`config.mk`:
```
export PLATFORM = sky130hd
export DESIGN_NAME = page_dma_engine
export DESIGN_NICKNAME = d
export VERILOG_FILES = /design/src/rtl/page_dma_pkg.sv /design/src/rtl/page_dma_ctrl.sv /design/src/rtl/page_dma_datapath.sv /design/src/rtl/page_dma_engine.sv
export SDC_FILE = /design/constraint.sdc
export NUM_CORES = 1
export LEC_CHECK = 0
export BUFFER_PORTS_ARGS = -buffer_cell sky130_fd_sc_hd__buf_2
export CORE_MARGIN = 2
export CORE_UTILIZATION = 40
export CTS_CLUSTER_SIZE = 16
export DETAILED_ROUTE_END_ITERATION = 8
export PLACE_DENSITY = 0.71
export SLEW_MARGIN = 20
export SYNTH_ARGS = -nofsm -noshare
export SYNTH_HDL_FRONTEND = slang
export SYNTH_SLANG_ARGS = --single-unit
```
`constraint.sdc`:
```
create_clock -name clk -period 2.47 [get_ports clk]
set_input_delay 0.494 -clock clk [delete_from_list [all_inputs] [get_ports clk]]
set_output_delay 0.494 -clock clk [all_outputs]
set_load 0.005 [all_outputs]
```
`src/rtl/page_dma_pkg.sv`:
```
package page_dma_pkg;

  typedef enum logic [1:0] {
    ST_IDLE,
    ST_ALIGN,
    ST_READ,
    ST_WRITE
  } dmaState_t;

  // Strobes from the control FSM to the datapath
  typedef struct packed {
    logic start;    // load page, zero source index, sample destination base
    logic capture;  // latch the byte returned by the bus read
    logic advance;  // step source index and destination address
  } dmaStrobe_t;

endpackage

```
`src/rtl/page_dma_ctrl.sv`:
```
module page_dma_ctrl
  import page_dma_pkg::*;
#(
  parameter int ADDR_W = 16,
  parameter logic [ADDR_W-1:0] TRIGGER_ADDR = 16'h4014
) (
  input  logic              clk,
  input  logic              rstN,
  input  logic              regWrEn,
  input  logic [ADDR_W-1:0] regAddr,
  input  logic              lastByte,
  output dmaStrobe_t        strobe,
  output logic              stall,
  output logic              done,
  output logic              rdEn,
  output logic              wrEn
);

  dmaState_t state, stateNext;
  logic oddCyc;       // parity of the current cycle, counted from reset
  logic extraAlign;   // one more alignment cycle is still owed
  logic trigAccept;

  assign trigAccept = regWrEn && (regAddr == TRIGGER_ADDR) && (state == ST_IDLE);

  always_ff @(posedge clk) begin
    if (!rstN) oddCyc <= 1'b0;
    else       oddCyc <= ~oddCyc;
  end

  always_comb begin
    stateNext = state;
    unique case (state)
      ST_IDLE:  if (trigAccept) stateNext = ST_ALIGN;
      ST_ALIGN: if (!extraAlign) stateNext = ST_READ;
      ST_READ:  stateNext = ST_WRITE;
      ST_WRITE: stateNext = lastByte ? ST_IDLE : ST_READ;
      default:  stateNext = ST_IDLE;
    endcase
  end

  always_ff @(posedge clk) begin
    if (!rstN) begin
      state      <= ST_IDLE;
      extraAlign <= 1'b0;
      done       <= 1'b0;
    end else begin
      state <= stateNext;
      done  <= (state == ST_WRITE) && lastByte;
      if (trigAccept)              extraAlign <= oddCyc;
      else if (state == ST_ALIGN)  extraAlign <= 1'b0;
    end
  end

  always_comb begin
    strobe.start   = trigAccept;
    strobe.capture = (state == ST_READ);
    strobe.advance = (state == ST_WRITE);
  end

  assign stall = (state != ST_IDLE);
  assign rdEn  = (state == ST_READ);
  assign wrEn  = (state == ST_WRITE);

endmodule

```
`src/rtl/page_dma_datapath.sv`:
```
module page_dma_datapath
  import page_dma_pkg::*;
#(
  parameter int ADDR_W = 16,
  parameter int DATA_W = 8,
  parameter int IDX_W  = 8,
  localparam int PAGE_W = ADDR_W - IDX_W
) (
  input  logic              clk,
  input  logic              rstN,
  input  dmaStrobe_t        strobe,
  input  logic [DATA_W-1:0] regWrData,
  input  logic [IDX_W-1:0]  objAddrIn,
  input  logic [DATA_W-1:0] memRdData,
  output logic [ADDR_W-1:0] memRdAddr,
  output logic [IDX_W-1:0]  objWrAddr,
  output logic [DATA_W-1:0] objWrData,
  output logic              lastByte
);

  logic [PAGE_W-1:0] pageReg;
  logic [IDX_W-1:0]  srcIdx;
  logic [IDX_W-1:0]  dstAddr;
  logic [DATA_W-1:0] byteHold;

  always_ff @(posedge clk) begin
    if (!rstN) begin
      pageReg  <= '0;
      srcIdx   <= '0;
      dstAddr  <= '0;
      byteHold <= '0;
    end else begin
      if (strobe.start) begin
        pageReg <= regWrData[PAGE_W-1:0];
        srcIdx  <= '0;
        dstAddr <= objAddrIn;
      end else if (strobe.advance) begin
        srcIdx  <= srcIdx + 1'b1;
        dstAddr <= dstAddr + 1'b1;   // wraps modulo the store size
      end
      if (strobe.capture) byteHold <= memRdData;
    end
  end

  assign memRdAddr = {pageReg, srcIdx};
  assign objWrAddr = dstAddr;
  assign objWrData = byteHold;
  assign lastByte  = &srcIdx;

endmodule

```
`src/rtl/page_dma_engine.sv`:
```
module page_dma_engine
  import page_dma_pkg::*;
#(
  parameter int ADDR_W = 16,
  parameter int DATA_W = 8,
  parameter int IDX_W  = 8,
  parameter logic [ADDR_W-1:0] TRIGGER_ADDR = 16'h4014
) (
  input  logic              clk,
  input  logic              rstN,
  input  logic              regWrEn,
  input  logic [ADDR_W-1:0] regAddr,
  input  logic [DATA_W-1:0] regWrData,
  input  logic [IDX_W-1:0]  objAddrIn,
  output logic              memRdEn,
  output logic [ADDR_W-1:0] memRdAddr,
  input  logic [DATA_W-1:0] memRdData,
  output logic              objWrEn,
  output logic [IDX_W-1:0]  objWrAddr,
  output logic [DATA_W-1:0] objWrData,
  output logic              stall,
  output logic              done
);

  dmaStrobe_t strobe;
  logic lastByte;

  page_dma_ctrl #(
    .ADDR_W(ADDR_W),
    .TRIGGER_ADDR(TRIGGER_ADDR)
  ) u_ctrl (
    .clk(clk),
    .rstN(rstN),
    .regWrEn(regWrEn),
    .regAddr(regAddr),
    .lastByte(lastByte),
    .strobe(strobe),
    .stall(stall),
    .done(done),
    .rdEn(memRdEn),
    .wrEn(objWrEn)
  );

  page_dma_datapath #(
    .ADDR_W(ADDR_W),
    .DATA_W(DATA_W),
    .IDX_W(IDX_W)
  ) u_data (
    .clk(clk),
    .rstN(rstN),
    .strobe(strobe),
    .regWrData(regWrData),
    .objAddrIn(objAddrIn),
    .memRdData(memRdData),
    .memRdAddr(memRdAddr),
    .objWrAddr(objWrAddr),
    .objWrData(objWrData),
    .lastByte(lastByte)
  );

endmodule

```
==> impl_table.tex <==
\begin{tabular}{lr}
\hline
Metric & Value \\
\hline
\multicolumn{2}{l}{\textbf{Worst setup path}} \\
\quad Slowest cell on crit path & sky130\_fd\_sc\_hd\_\_dfxtp\_1 \\
\quad Maximum fanout encountered on the critical timing path & 9 \\
\quad Startpoint Class & flop \\
\quad Ordered cell list for the critical path & nand2b\_1 > clkinv\_1 > buf\_2 \\
\quad Data arrival time of the worst path & 1650 ps \\
\quad Crit. End Element & primary output \\
\quad Crit path required time & 1980 ps \\
\quad Setup Crit Path Kind & flop to primary output \\
\quad Delay of the slowest cell on the worst path & 450 ps \\
\multicolumn{2}{l}{\textbf{Die}} \\
\quad Placeable core area & between 3000 and 4000 um\^{}2 \\
\quad DIE WIDTH & 68.16 um \\
\quad Row count & 23 \\
\quad Initial Util & around 41\% \\
\quad Die height & between 60 and 70 um \\
\quad I/O pin count & 79 \\
\quad Total die area & $\sim$4600 um\^{}2 \\
\multicolumn{2}{l}{\textbf{Placed design}} \\
\quad Area after detailed placement & around 2100 um\^{}2 \\
\quad Buffers on Ports & a little under 80 \\
\quad Weighted congestion reported at the end of routability-driven placement & 0.7982 \\
\quad Placed wire-length estimate after detailed placement & a little over 3000 um \\
\quad Instance count after placement with tap cells included & approximately 320 \\
\multicolumn{2}{l}{\textbf{Synthesis}} \\
\quad Fraction of registers with async set or reset after synthesis & 0\% \\
\quad Share of the synthesized area in compound gates (AO/OA/AOI/OAI) & a little under a fifth \\
\quad Number of enable-type register cells in the synthesized netlist & 0 \\
\quad Main combinational cell family by area after synthesis & simple AND/OR/NAND/NOR gates \\
\quad Count of warnings emitted by yosys & 0 \\
\quad Flops \& latches, synth & 37 \\
\quad Mux share of post-synthesis cell area & 0\% \\
\quad Cell taking the most area after synthesis & sky130\_fd\_sc\_hd\_\_dfxtp\_1 \\
\quad Simple logic cell fraction of the synthesized area & 27.05\% \\
\quad Net count after synthesis & about 240 \\
\quad Synth top area cells & sky130\_fd\_sc\_hd\_\_dfxtp\_1, sky130\_fd\_sc\_hd\_\_nand2\_1, sky130\_fd\_sc\_hd\_\_a21oi\_1, sky130\_fd\_sc\_hd\_\_nand4\_1, sky130\_fd\_sc\_hd\_\_o21ai\_0 \\
\quad Per-instance average area after synthesis & between 8 and 9 um\^{}2 \\
\quad Share of synthesized area occupied by flip-flops and latches & 44.98\% \\
\quad Fraction of synthesized cell area in xor and xnor cells & around 4.3\% \\
\quad Area fraction of the dominant cell type after synthesis & $\sim$45\% \\
\quad Synth Cell Area & about 1600 um\^{}2 \\
\quad Post-synth cell types & 38 \\
\quad Most instantiated flip-flop cell in the synthesis netlist & sky130\_fd\_sc\_hd\_\_dfxtp\_1 \\
\quad Fraction of the mapped netlist area in adder cells & $\sim$1.5\% \\
\quad Post-Syn Instances & approximately 200 \\
\multicolumn{2}{l}{\textbf{Drt}} \\
\quad DRC errors left & 0 \\
\quad Initial detailed-routing violation count & 104 \\
\quad First-pass detailed-route iteration total & 4 \\
\quad WL final & about 4300 um \\
\quad DR WL/cell & between 10 and 15 um \\
\quad Total via count after detailed routing & about 1800 \\
\quad Average vias per placed instance & between 5 and 6 \\
\quad Antenna-violating nets left & 0 \\
\multicolumn{2}{l}{\textbf{Finish}} \\
\quad \# diodes & 0 \\
\quad Most common cell after layout, fill and taps aside & sky130\_fd\_sc\_hd\_\_buf\_2 \\
\quad Area growth from synthesis to final layout & 34.73\% \\
\quad Number of standard cells in the layout, taps in and fillers out & around 330 \\
\quad Highest-count cells in the layout ignoring fill and taps & sky130\_fd\_sc\_hd\_\_buf\_2, sky130\_fd\_sc\_hd\_\_dfxtp\_1, sky130\_fd\_sc\_hd\_\_nand2\_1, sky130\_fd\_sc\_hd\_\_a21oi\_1, sky130\_fd\_sc\_hd\_\_nand4\_1 \\
\quad Final instance area & around 2200 um\^{}2 \\
\quad Fraction of layout cells with a size suffix above 1 & between 30\% and 40\% \\
\quad Number of nets in the finished design & between 300 and 400 \\
\multicolumn{2}{l}{\textbf{Status}} \\
\quad Run status & finished clean \\
\multicolumn{2}{l}{\textbf{Power and ir drop}} \\
\quad Leakage power figure & 0.9496 nW \\
\quad Max rail drop VDD & approximately 260 uV \\
\quad Total power divided by cell area & $\sim$520 nW/um\^{}2 \\
\multicolumn{2}{l}{\textbf{CTS}} \\
\quad Quantity of hold-fixing buffers added after cts & 0 \\
\quad Clk root buf & sky130\_fd\_sc\_hd\_\_clkbuf\_8 \\
\quad Postcts setup bufs & 0 \\
\quad TritonCTS clock tree & built \\
\quad Source-to-sink clock delay at the later pin of the worst-skew pair & about 300 ps \\
\quad PostCTS Resize Cnt & 0 \\
\quad H-tree lvl count & 2 \\
\quad Inserted Clock Buffers & 5 \\
\quad Post-CTS clock slew at the launch and capture registers of the worst setup and hold paths & around 80 ps \\
\quad Number of sinks on the clock net & 37 \\
\quad Number of buffers between clock root and the deepest sink & 2 \\
\multicolumn{2}{l}{\textbf{STA}} \\
\quad Slew HR & 70.65\% \\
\quad Share of the clock period used by the worst path & roughly 87\% \\
\quad Count of pins over their slew limit & 0 \\
\quad Worst Max-Slew Pin Slew & 436.2 ps \\
\quad Final Hold Viols & 0 \\
\quad Number of endpoints failing setup at the final stage & 0 \\
\quad Total Negative Setup Slacks & 0 ps \\
\quad Setup Skew & $\sim$14 ps \\
\quad Final period demand of the worst path & 2148 ps \\
\quad Highest clock frequency the design can meet & between 400 and 500 MHz \\
\quad RSZ-0062 raised after global routing & false \\
\multicolumn{2}{l}{\textbf{Global routing}} \\
\quad Wire length of the first global-routing pass & between 6000 and 7000 um \\
\quad Antenna violations before repair & 0 \\
\quad Via count of the first global-routing pass & 1476 \\
\quad GR Overflow Total & 0 \\
\quad Maximum number of pins on one net before global-route repair & 26 \\
\quad Total routing resource utilization after global routing & a little under a fifth \\
\multicolumn{2}{l}{\textbf{Flow run}} \\
\quad Count of max-cap constraint violations & 0 \\
\multicolumn{2}{l}{\textbf{Worst hold path}} \\
\quad Class of the most critical hold timing path & flop to flop \\
\hline
\end{tabular}
## state kept, by name (all words and copies together), names as in the netlist
signal             cells
u_data.objWrAddr       8
u_data.objWrData       8
u_data.pageReg         8
u_data.srcIdx          8
u_ctrl.state           2
u_ctrl.done            1
u_ctrl.extraAlign      1
u_ctrl.oddCyc          1
## power by group
group | switching [W] | total (W) | internal [W]
Clock | 0.000219 | 0.000440 | 0.000221
Sequential | 0.00000976 | 0.000617 | 0.000607
Combinational | 0.0000567 | 0.000106 | 0.0000494
## path summary, 6_finish.rpt
kind                                start                               end  slack, ps  cells after the start
max          u_ctrl.state[0]$_SDFFE_PN0P_                           memRdEn        320                      3
min              u_ctrl.oddCyc$_SDFF_PN0_          u_ctrl.oddCyc$_SDFF_PN0_        420                      1
max reg2reg  u_ctrl.state[0]$_SDFFE_PN0P_  u_data.objWrAddr[3]$_SDFFE_PN0P_        880                      4
min reg2reg      u_ctrl.oddCyc$_SDFF_PN0_          u_ctrl.oddCyc$_SDFF_PN0_        420                      1
## cells in the mapped netlist, types with 2 or more instances
cell type	n
sky130_fd_sc_hd__a21oi_1	20
sky130_fd_sc_hd__a31oi_1	4
sky130_fd_sc_hd__and3_1	3
sky130_fd_sc_hd__clkbuf_1	10
sky130_fd_sc_hd__clkinv_1	2
sky130_fd_sc_hd__dfxtp_1	37
sky130_fd_sc_hd__ha_1	2
sky130_fd_sc_hd__inv_1	3
sky130_fd_sc_hd__nand2_1	29
sky130_fd_sc_hd__nand3_1	6
sky130_fd_sc_hd__nand4_1	16
sky130_fd_sc_hd__nor2_1	11
sky130_fd_sc_hd__nor3_1	4
sky130_fd_sc_hd__nor4b_1	2
sky130_fd_sc_hd__o211ai_1	3
sky130_fd_sc_hd__o21ai_0	13
sky130_fd_sc_hd__o31ai_1	2
sky130_fd_sc_hd__or3_1	4
sky130_fd_sc_hd__or4_4	2
sky130_fd_sc_hd__xnor2_1	2
sky130_fd_sc_hd__xor2_1	6
## stage by stage
step / utilization, % / worst slack, ps / hold slack, ps / power (W)
after global placement: 53.59 / 93.72 / 397.5 / 0.0007356
after detailed placement: 53.59 / 59.02 / 407.5 / 0.0007369
final: 55.86 / 321.9 / 417.1 / 0.001163
after global routing: 55.86 / 191.4 / 426.5 / 0.001204
after CTS: 55.86 / 305.8 / 419.7 / 0.001174
after floorplan: - / 257.2 / 385.7 / 0.0006740
## metal layers
metal,wire (um),vias to the layer above,track usage [%]
met5,0,-,0
met3,349,6,6.250
met1,1959,795,24.24
li1,-,892,-
met2,1880,67,28.28
met4,61,0,8.000
## layout make-up
type | instances | area (um^2)
tap | 50 | 62.56
sequential | 37 | 740.7
clock inverter | 1 | 7.507
fill | 393 | 1753
clock buffer | 6 | 82.58
timing repair buffer | 87 | 457.9
multi-input combinational | 145 | 848.3
inverter | 5 | 18.77
## worst max-delay path: cells and delay by family (launching register included)
kind / cells / cell delay, ps
DFF: 1 / 450
and+or+nand+nor: 1 / 350
buffers and inverters: 2 / 550
## kinds of logic after synthesis
group           count (synthesis)
buf+inv                        16
xor+xnor                        8
flops                          37
compound gates                 50
simple gates                   85
fa+ha+maj                       2
Note: power is estimated with default switching activity, not from simulation.
